$ cat config.mk
export PLATFORM = sky130hd
export DESIGN_NAME = vdac_regfile
export DESIGN_NICKNAME = d
export VERILOG_FILES = /design/src/rtl/vdac_pkg.sv /design/src/rtl/vdac_coord_reg.sv /design/src/rtl/vdac_pll_slot.sv /design/src/rtl/vdac_regfile.sv
export SDC_FILE = /design/constraint.sdc
export NUM_CORES = 1
export LEC_CHECK = 0
export BUFFER_PORTS_ARGS = -buffer_cell sky130_fd_sc_hd__buf_4
export CAP_MARGIN = 30
export CORE_UTILIZATION = 60
export CTS_CLUSTER_DIAMETER = 200
export DETAILED_ROUTE_END_ITERATION = 8
export GPL_TIMING_DRIVEN = 0
export PLACE_DENSITY = 0.86
export SYNTH_ARGS = -nofsm -noshare
export SYNTH_HDL_FRONTEND = slang
export SYNTH_HIERARCHICAL = 1
export SYNTH_SLANG_ARGS = --single-unit
$ cat constraint.sdc
create_clock -name clk -period 4.4 [get_ports clk]
set_clock_uncertainty 0.2 [all_clocks]
set_input_delay 0.66 -clock clk [delete_from_list [all_inputs] [get_ports clk]]
set_output_delay 0.66 -clock clk [all_outputs]
set_load 0.005 [all_outputs]
$ cat src/rtl/vdac_pkg.sv
package vdac_pkg;
  localparam int unsigned DW = 8;

  localparam logic [3:0] SEL_INDEX = 4'h0;
  localparam logic [3:0] SEL_IDATA = 4'hA;
  localparam logic [3:0] SEL_CXLO  = 4'hC;
  localparam logic [3:0] SEL_CXHI  = 4'hD;
  localparam logic [3:0] SEL_CYLO  = 4'hE;
  localparam logic [3:0] SEL_CYHI  = 4'hF;

  localparam logic [7:0] IX_REV    = 8'h01;
  localparam logic [7:0] IX_LATCH  = 8'h0F;
  localparam logic [7:0] IX_TRUE   = 8'h18;
  localparam logic [7:0] IX_MUX    = 8'h19;
  localparam logic [7:0] IX_CLKSEL = 8'h1A;
  localparam logic [7:0] IX_MISC   = 8'h1E;
  localparam logic [7:0] IX_GPCTL  = 8'h2A;
  localparam logic [7:0] IX_GPDAT  = 8'h2B;
  localparam logic [7:0] IX_PLLADR = 8'h2C;
  localparam logic [7:0] IX_PIXD   = 8'h2D;
  localparam logic [7:0] IX_MCLK   = 8'h39;
  localparam logic [7:0] IX_ID     = 8'h3F;

  localparam logic [7:0] RST_LATCH  = 8'h06;
  localparam logic [7:0] RST_TRUE   = 8'h80;
  localparam logic [7:0] RST_MUX    = 8'h98;
  localparam logic [7:0] RST_CLKSEL = 8'h07;
  localparam logic [7:0] RST_MCLK   = 8'h18;

  localparam logic [7:0] VAL_ID     = 8'h26;
  localparam logic [7:0] VAL_REV    = 8'h00;
  localparam logic [7:0] VAL_LOCK   = 8'h40;
  localparam logic [7:0] VAL_NONE   = 8'hFF;
  localparam logic [7:0] GPIO_KEEP  = 8'hE0;

  localparam int unsigned NSLOT = 3;
  localparam int unsigned PTR_W = 2;
endpackage

$ cat src/rtl/vdac_coord_reg.sv
module vdac_coord_reg #(
  parameter int unsigned W  = 12,
  parameter int unsigned LW = 8
) (
  input  logic            clk,
  input  logic            rst_n,
  input  logic            wr_lo,
  input  logic            wr_hi,
  input  logic [LW-1:0]   lo_data,
  input  logic [W-LW-1:0] hi_data,
  output logic [W-1:0]    coord
);
  logic [W-1:0] coord_q;
  logic [W-1:0] coord_nxt;
  logic         coord_en;

  always_comb begin
    coord_nxt = coord_q;
    coord_en  = wr_lo | wr_hi;
    if (wr_lo) coord_nxt[LW-1:0] = lo_data;
    if (wr_hi) coord_nxt[W-1:LW] = hi_data;
  end

  always_ff @(posedge clk or negedge rst_n) begin
    if (!rst_n)        coord_q <= '0;
    else if (coord_en) coord_q <= coord_nxt;
  end

  assign coord = coord_q;
endmodule

$ cat src/rtl/vdac_pll_slot.sv
module vdac_pll_slot #(
  parameter int unsigned PW      = 8,
  parameter bit          LOCK_RD = 1'b1
) (
  input  logic          clk,
  input  logic          rst_n,
  input  logic          ptr_ld,
  input  logic [1:0]    ptr_val,
  input  logic          data_wr,
  input  logic [PW-1:0] wdata,
  output logic [1:0]    ptr,
  output logic [3*PW-1:0] nmp,
  output logic [PW-1:0] rd_val
);
  localparam int unsigned NPAR = 3;

  logic [1:0]    ptr_q;
  logic [1:0]    ptr_nxt;
  logic          ptr_en;
  logic [PW-1:0] par_q [NPAR];

  always_comb begin
    ptr_nxt = ptr_q;
    ptr_en  = ptr_ld | data_wr;
    if (ptr_ld)       ptr_nxt = ptr_val;
    else if (data_wr) ptr_nxt = ptr_q + 2'd1;
  end

  always_ff @(posedge clk or negedge rst_n) begin
    if (!rst_n)      ptr_q <= '0;
    else if (ptr_en) ptr_q <= ptr_nxt;
  end

  for (genvar k = 0; k < NPAR; k++) begin : g_par
    logic par_en;
    assign par_en = data_wr && (ptr_q == 2'(k));
    always_ff @(posedge clk or negedge rst_n) begin
      if (!rst_n)      par_q[k] <= '0;
      else if (par_en) par_q[k] <= wdata;
    end
    assign nmp[k*PW +: PW] = par_q[k];
  end

  logic [PW-1:0] empty_val;
  if (LOCK_RD) begin : g_lock
    assign empty_val = PW'(vdac_pkg::VAL_LOCK);
  end else begin : g_nolock
    assign empty_val = PW'(vdac_pkg::VAL_NONE);
  end

  always_comb begin
    if (ptr_q == 2'd3) rd_val = empty_val;
    else               rd_val = par_q[ptr_q];
  end

  assign ptr = ptr_q;
endmodule

$ cat src/rtl/vdac_regfile.sv
module vdac_regfile
  import vdac_pkg::*;
#(
  parameter int unsigned COORD_W = 12
) (
  input  logic              clk,
  input  logic              rst_n,
  input  logic              wr_en,
  input  logic              rd_en,
  input  logic [1:0]        bus_addr,
  input  logic [1:0]        ext_sel,
  input  logic [DW-1:0]     wdata,
  output logic [DW-1:0]     rdata,
  input  logic [DW-1:0]     gpio_in,
  output logic [COORD_W-1:0] cur_x,
  output logic [COORD_W-1:0] cur_y,
  output logic              pal_8bit,
  output logic [DW-1:0]     latch_ctl,
  output logic [DW-1:0]     true_ctl,
  output logic [DW-1:0]     mux_ctl,
  output logic [DW-1:0]     clk_sel,
  output logic [DW-1:0]     mclk_ctl,
  output logic [DW-1:0]     gpio_ctl,
  output logic [DW-1:0]     gpio_dat,
  output logic [DW-1:0]     pll_ptrs,
  output logic [3*DW-1:0]   pix_nmp,
  output logic [3*DW-1:0]   mem_nmp,
  output logic [3*DW-1:0]   loop_nmp
);
  localparam int unsigned HI_W  = COORD_W - DW;
  localparam int unsigned TOP_W = DW - NSLOT*PTR_W;

  logic [3:0] sel;
  assign sel = {ext_sel, bus_addr};

  logic port_wr, port_rd;
  assign port_wr = wr_en && (sel == SEL_IDATA);
  assign port_rd = rd_en && (sel == SEL_IDATA);

  // ---------------- state ----------------
  logic [DW-1:0]    idx_q, latch_q, true_q, mux_q, clks_q, misc_q, gpc_q, gpd_q, mclk_q;
  logic [TOP_W-1:0] padr_top_q;
  logic [DW-1:0]    rdata_q;

  logic we_idx, we_latch, we_true, we_mux, we_clks, we_misc, we_gpc, we_gpd, we_mclk, we_padr;
  logic rd_gpd;
  logic [DW-1:0] gp_mask, gp_merged, gpd_nxt;
  logic gpd_en;

  always_comb begin
    we_idx   = wr_en && (sel == SEL_INDEX);
    we_latch = port_wr && (idx_q == IX_LATCH);
    we_true  = port_wr && (idx_q == IX_TRUE);
    we_mux   = port_wr && (idx_q == IX_MUX);
    we_clks  = port_wr && (idx_q == IX_CLKSEL);
    we_misc  = port_wr && (idx_q == IX_MISC);
    we_gpc   = port_wr && (idx_q == IX_GPCTL);
    we_gpd   = port_wr && (idx_q == IX_GPDAT);
    we_mclk  = port_wr && (idx_q == IX_MCLK);
    we_padr  = port_wr && (idx_q == IX_PLLADR);
    rd_gpd   = port_rd && (idx_q == IX_GPDAT);
  end

  always_comb begin
    gp_mask   = GPIO_KEEP | {3'b000, gpc_q[4:0]};
    gp_merged = (gpd_q & gp_mask) | (gpio_in & ~gp_mask);
    gpd_en    = we_gpd | rd_gpd;
    gpd_nxt   = we_gpd ? wdata : gp_merged;
  end

  always_ff @(posedge clk or negedge rst_n) begin
    if (!rst_n) begin
      idx_q      <= '0;
      latch_q    <= RST_LATCH;
      true_q     <= RST_TRUE;
      mux_q      <= RST_MUX;
      clks_q     <= RST_CLKSEL;
      misc_q     <= '0;
      gpc_q      <= '0;
      gpd_q      <= '0;
      mclk_q     <= RST_MCLK;
      padr_top_q <= '0;
    end else begin
      if (we_idx)   idx_q      <= wdata;
      if (we_latch) latch_q    <= wdata;
      if (we_true)  true_q     <= wdata;
      if (we_mux)   mux_q      <= wdata;
      if (we_clks)  clks_q     <= wdata;
      if (we_misc)  misc_q     <= wdata;
      if (we_gpc)   gpc_q      <= wdata;
      if (gpd_en)   gpd_q      <= gpd_nxt;
      if (we_mclk)  mclk_q     <= wdata;
      if (we_padr)  padr_top_q <= wdata[DW-1:NSLOT*PTR_W];
    end
  end

  // ---------------- cursor position ----------------
  logic [COORD_W-1:0] coord_w [2];
  for (genvar a = 0; a < 2; a++) begin : g_coord
    logic wlo, whi;
    assign wlo = wr_en && (sel == (SEL_CXLO + 4'(2*a)));
    assign whi = wr_en && (sel == (SEL_CXHI + 4'(2*a)));
    vdac_coord_reg #(.W(COORD_W), .LW(DW)) u_coord (
      .clk     (clk),
      .rst_n   (rst_n),
      .wr_lo   (wlo),
      .wr_hi   (whi),
      .lo_data (wdata),
      .hi_data (wdata[HI_W-1:0]),
      .coord   (coord_w[a])
    );
  end
  assign cur_x = coord_w[0];
  assign cur_y = coord_w[1];

  // ---------------- clock synthesizer sets ----------------
  logic [PTR_W-1:0] ptr_w [NSLOT];
  logic [3*DW-1:0]  nmp_w [NSLOT];
  logic [DW-1:0]    prd_w [NSLOT];

  for (genvar s = 0; s < NSLOT; s++) begin : g_slot
    logic dwr;
    assign dwr = port_wr && (idx_q == 8'(IX_PIXD + 8'(s)));
    vdac_pll_slot #(.PW(DW), .LOCK_RD(s < 2)) u_slot (
      .clk     (clk),
      .rst_n   (rst_n),
      .ptr_ld  (we_padr),
      .ptr_val (wdata[s*PTR_W +: PTR_W]),
      .data_wr (dwr),
      .wdata   (wdata),
      .ptr     (ptr_w[s]),
      .nmp     (nmp_w[s]),
      .rd_val  (prd_w[s])
    );
  end

  logic [DW-1:0] padr_full;
  assign padr_full = {padr_top_q, ptr_w[2], ptr_w[1], ptr_w[0]};

  // ---------------- read path ----------------
  logic [DW-1:0] ind_val, rd_nxt;

  always_comb begin
    case (idx_q)
      IX_REV:           ind_val = VAL_REV;
      IX_LATCH:         ind_val = latch_q;
      IX_TRUE:          ind_val = true_q;
      IX_MUX:           ind_val = mux_q;
      IX_CLKSEL:        ind_val = clks_q;
      IX_MISC:          ind_val = misc_q;
      IX_GPCTL:         ind_val = gpc_q;
      IX_GPDAT:         ind_val = gp_merged;
      IX_PLLADR:        ind_val = padr_full;
      IX_PIXD:          ind_val = prd_w[0];
      IX_PIXD + 8'd1:   ind_val = prd_w[1];
      IX_PIXD + 8'd2:   ind_val = prd_w[2];
      IX_MCLK:          ind_val = mclk_q;
      IX_ID:            ind_val = VAL_ID;
      default:          ind_val = VAL_NONE;
    endcase
  end

  always_comb begin
    case (sel)
      SEL_INDEX: rd_nxt = idx_q;
      SEL_IDATA: rd_nxt = ind_val;
      SEL_CXLO:  rd_nxt = coord_w[0][DW-1:0];
      SEL_CXHI:  rd_nxt = DW'(coord_w[0][COORD_W-1:DW]);
      SEL_CYLO:  rd_nxt = coord_w[1][DW-1:0];
      SEL_CYHI:  rd_nxt = DW'(coord_w[1][COORD_W-1:DW]);
      default:   rd_nxt = VAL_NONE;
    endcase
  end

  always_ff @(posedge clk or negedge rst_n) begin
    if (!rst_n)     rdata_q <= '0;
    else if (rd_en) rdata_q <= rd_nxt;
  end

  // ---------------- outputs ----------------
  assign rdata     = rdata_q;
  assign pal_8bit  = misc_q[3];
  assign latch_ctl = latch_q;
  assign true_ctl  = true_q;
  assign mux_ctl   = mux_q;
  assign clk_sel   = clks_q;
  assign mclk_ctl  = mclk_q;
  assign gpio_ctl  = gpc_q;
  assign gpio_dat  = gpd_q;
  assign pll_ptrs  = padr_full;
  assign pix_nmp   = nmp_w[0];
  assign mem_nmp   = nmp_w[1];
  assign loop_nmp  = nmp_w[2];
endmodule

==> impl_metrics.env <==
export IMPL_final_nets=1029
export IMPL_synth_area_mm2=0.01008
export IMPL_grt_pass1_wl_um=44420
export IMPL_place_hpwl_um=19740
export IMPL_antenna_found_initial=0
export IMPL_cap_violations=0
export IMPL_crit_fanout=14
export IMPL_netlist_instances=786
export IMPL_gr_usage_all_layers_pct=33.53
export IMPL_layout_commonest_cell="buf_4"
export IMPL_grt_overflow_total=0
export IMPL_synth_area_leader_cell="dfrtp_1"
export IMPL_synth_edff_count=0
export IMPL_hp_class="in2async"
export IMPL_endpoint_kind="flop"
export IMPL_drv_slew=0
export IMPL_htreeDepth=4
export IMPL_crit_required_ns=4.53
export IMPL_synth_seq_cells=184
export IMPL_setup_tns_ns=0
export IMPL_post_cts_buffers=0
export IMPL_clock_latency_ns=0.44
export IMPL_post_route_period_util_pct=67.51
export IMPL_crit_type="reg2reg"
export IMPL_dr_pass1_iters=5
export IMPL_rows=47
export IMPL_p_per_area_mw_per_mm2=326.7
export IMPL_coreArea_mm2=0.01652
export IMPL_ys_async_sr_fraction_pct=100.0
export IMPL_synthFlopType="dfrtp_1"
export IMPL_hold_viol=9
export IMPL_routed_via_density=6.188
export IMPL_whs_ns=-0.02809
export IMPL_wl_um=28060
export IMPL_leakagePower_nw=6.016
export IMPL_setup_viol=0
export IMPL_worstMarginPinSlew_ns=0.9230
export IMPL_synth_cell_types=75
export IMPL_synth_area_top_cells="dfrtp_1 (43%), mux2_4 (15%), mux2_2 (10%)"
export IMPL_yosysWarnings=6
export IMPL_die_x_um=131.6
export IMPL_antenna_cells=0
export IMPL_grt_pass1_vias=7655
export IMPL_mostFrequentLayoutCells="buf_4 (190), dfrtp_1 (173), mux2_4 (98)"
export IMPL_wl_per_cell_um=22.88
export IMPL_violations="negative hold slack"
export IMPL_cts_repair_resized=0
export IMPL_rsz0062_at_grt="no"
export IMPL_grt_max_degree=103
export IMPL_clkTransAtPathRegs_ns=0.07
export IMPL_worstReg2RegStart="idx_q[2]"
export IMPL_place_congestion=0.9312
export IMPL_layout_drive_gt1_share_pct=48.61
export IMPL_cts_root_buf="clkbuf_16"
export IMPL_drcViolationCount=0
export IMPL_clock_sinks=184
export IMPL_rrSetupSlack_ns=1.43
export IMPL_slew_headroom_pct=38.13
export IMPL_cts_hold_buf=0
export IMPL_port_buffers=187
export IMPL_drtIter0Drc=726
export IMPL_dieArea_mm2=0.01733
export IMPL_status="complete, but fails checks"
export IMPL_syn_area_per_cell_um2=12.83
export IMPL_fin_util_pct=74.98
export IMPL_cts_max_path_buffers=2
export IMPL_reg2reg_to="padr_top_q[0]"
export IMPL_synth_top_area_share_pct=42.93
export IMPL_vias=7586
export IMPL_drtAntennaViolNets=0
export IMPL_syn_to_final_growth_pct=22.85
export IMPL_critPathArrivalTime_ns=3.10
export IMPL_vdd_drop_max_v=0.0002933
export IMPL_cts_buffers=17
export IMPL_cts_tree="built"
export IMPL_seq_area_frac_synth_pct=45.79
export IMPL_start_util_pct=61.03
export IMPL_synth_nets=822
export IMPL_startpoint_type="flop"
export IMPL_reg2reg_depth=5
export IMPL_min_period_ns=2.970
export IMPL_ioPinCount=193
export IMPL_max_freq_ghz=0.3367
export IMPL_die_h_um=131.6
state kept, by name, indices dropped and copies added, names as in the netlist:
| name | cells |
|---|---|
| g_slot.u_slot/nmp | 72 |
| g_coord.u_coord/coord | 24 |
| clk_sel | 8 |
| gpio_ctl | 8 |
| gpio_dat | 8 |
| idx_q | 8 |
| latch_ctl | 8 |
| mclk_ctl | 8 |
| misc_q | 8 |
| mux_ctl | 8 |
| rdata | 8 |
| true_ctl | 8 |
| g_slot.u_slot/ptr | 6 |
| padr_top_q | 2 |
worst max-delay path: stages, from the launching register on:
cell and delay (ns):
dfrtp_1 0.39, clkbuf_1 0.50, and2_1 0.32, nand2_1 0.23
nor3_2 0.80, mux2_2 0.41
cell usage after synthesis (7+ instances only):
| library cell | count |
|---|---|
| a21oi_1 | 16 |
| a21oi_2 | 10 |
| a221o_1 | 8 |
| a22oi_1 | 9 |
| a31oi_1 | 11 |
| and3_1 | 8 |
| buf_2 | 15 |
| buf_6 | 9 |
| clkbuf_1 | 14 |
| dfrtp_1 | 173 |
| dfstp_2 | 11 |
| ha_1 | 12 |
| inv_1 | 8 |
| mux2_2 | 91 |
| mux2_4 | 98 |
| mux2i_1 | 32 |
| nand2_1 | 35 |
| nand2_8 | 9 |
| nand3_1 | 30 |
| nand3b_1 | 13 |
| nand4_1 | 7 |
| nor2_1 | 11 |
| nor2b_1 | 8 |
| nor3_1 | 15 |
| nor3b_1 | 7 |
| o211ai_1 | 13 |
| o21ai_0 | 15 |
| o22ai_1 | 9 |
final cells by class:
cell class	instances	area (um2)
multi-input cells	545	5149
flip-flops and latches	184	4618
fillers	1135	4135
repair buffers	188	1439
clock buffers	18	439.2
plain buffers	47	280.3
well taps	220	275.3
clock inverters	14	151.4
inverters	10	37.54
routing by layer:
layer  up-vias  routed length, um  GRT usage (%)  share of wire, %
li1       3365                  -              -                 -
met1      3796              11840          45.06                42
met2       353              13320          53.38                47
met3        72               1908          6.559               6.8
met4         0                987          13.57               3.5
met5         -                  0              0                 0
worst max path at each step:
stage / from / to
2_1_floorplan: bus_addr[0] / padr_top_q[0]
3_3_place_gp: rst_n / g_slot[2].u_slot/nmp[16]
3_5_place_dp: bus_addr[0] / padr_top_q[0]
4_1_cts: idx_q[6] / padr_top_q[0]
5_1_grt: idx_q[2] / padr_top_q[0]
6_report: idx_q[2] / padr_top_q[0]
per-stage QoR:
stage	instance area (um2)	cells	worst slack, ns	hold slack [ns]	power, W
after CTS	12390	1226	1.504	0.01531	0.004044
after detailed placement	11800	1194	1.435	0.2885	0.002524
after floorplan	10080	786	1.840	0.1644	0.002216
after global placement	11760	1193	1.394	0.2796	0.002503
final	12390	1226	1.430	-0.02809	0.004047
after global routing	12390	1226	1.347	0.03934	0.004175
report_power, final:
part / total, W / internal [W] / switching (W)
clock network: 0.00154 / 0.000820 / 0.000722
logic: 0.000644 / 0.000289 / 0.000355
registers: 0.00186 / 0.00178 / 0.0000858
total: 0.00405 / 0.00288 / 0.00116
logic make-up (layout without fill, tap and decap cells):
group           after synthesis  after routing  share of synthesized area (%)
compound gates              124            124                          8.946
mux                         222            222                          28.04
buf+inv                      57            277                          3.151
xor+xnor                      3              3                         0.2606
fa+ha+maj                    12             12                          1.489
flops                       184            184                          45.79
simple gates                184            184                          12.32
No activity file was read; power rests on OpenSTA's default activity.
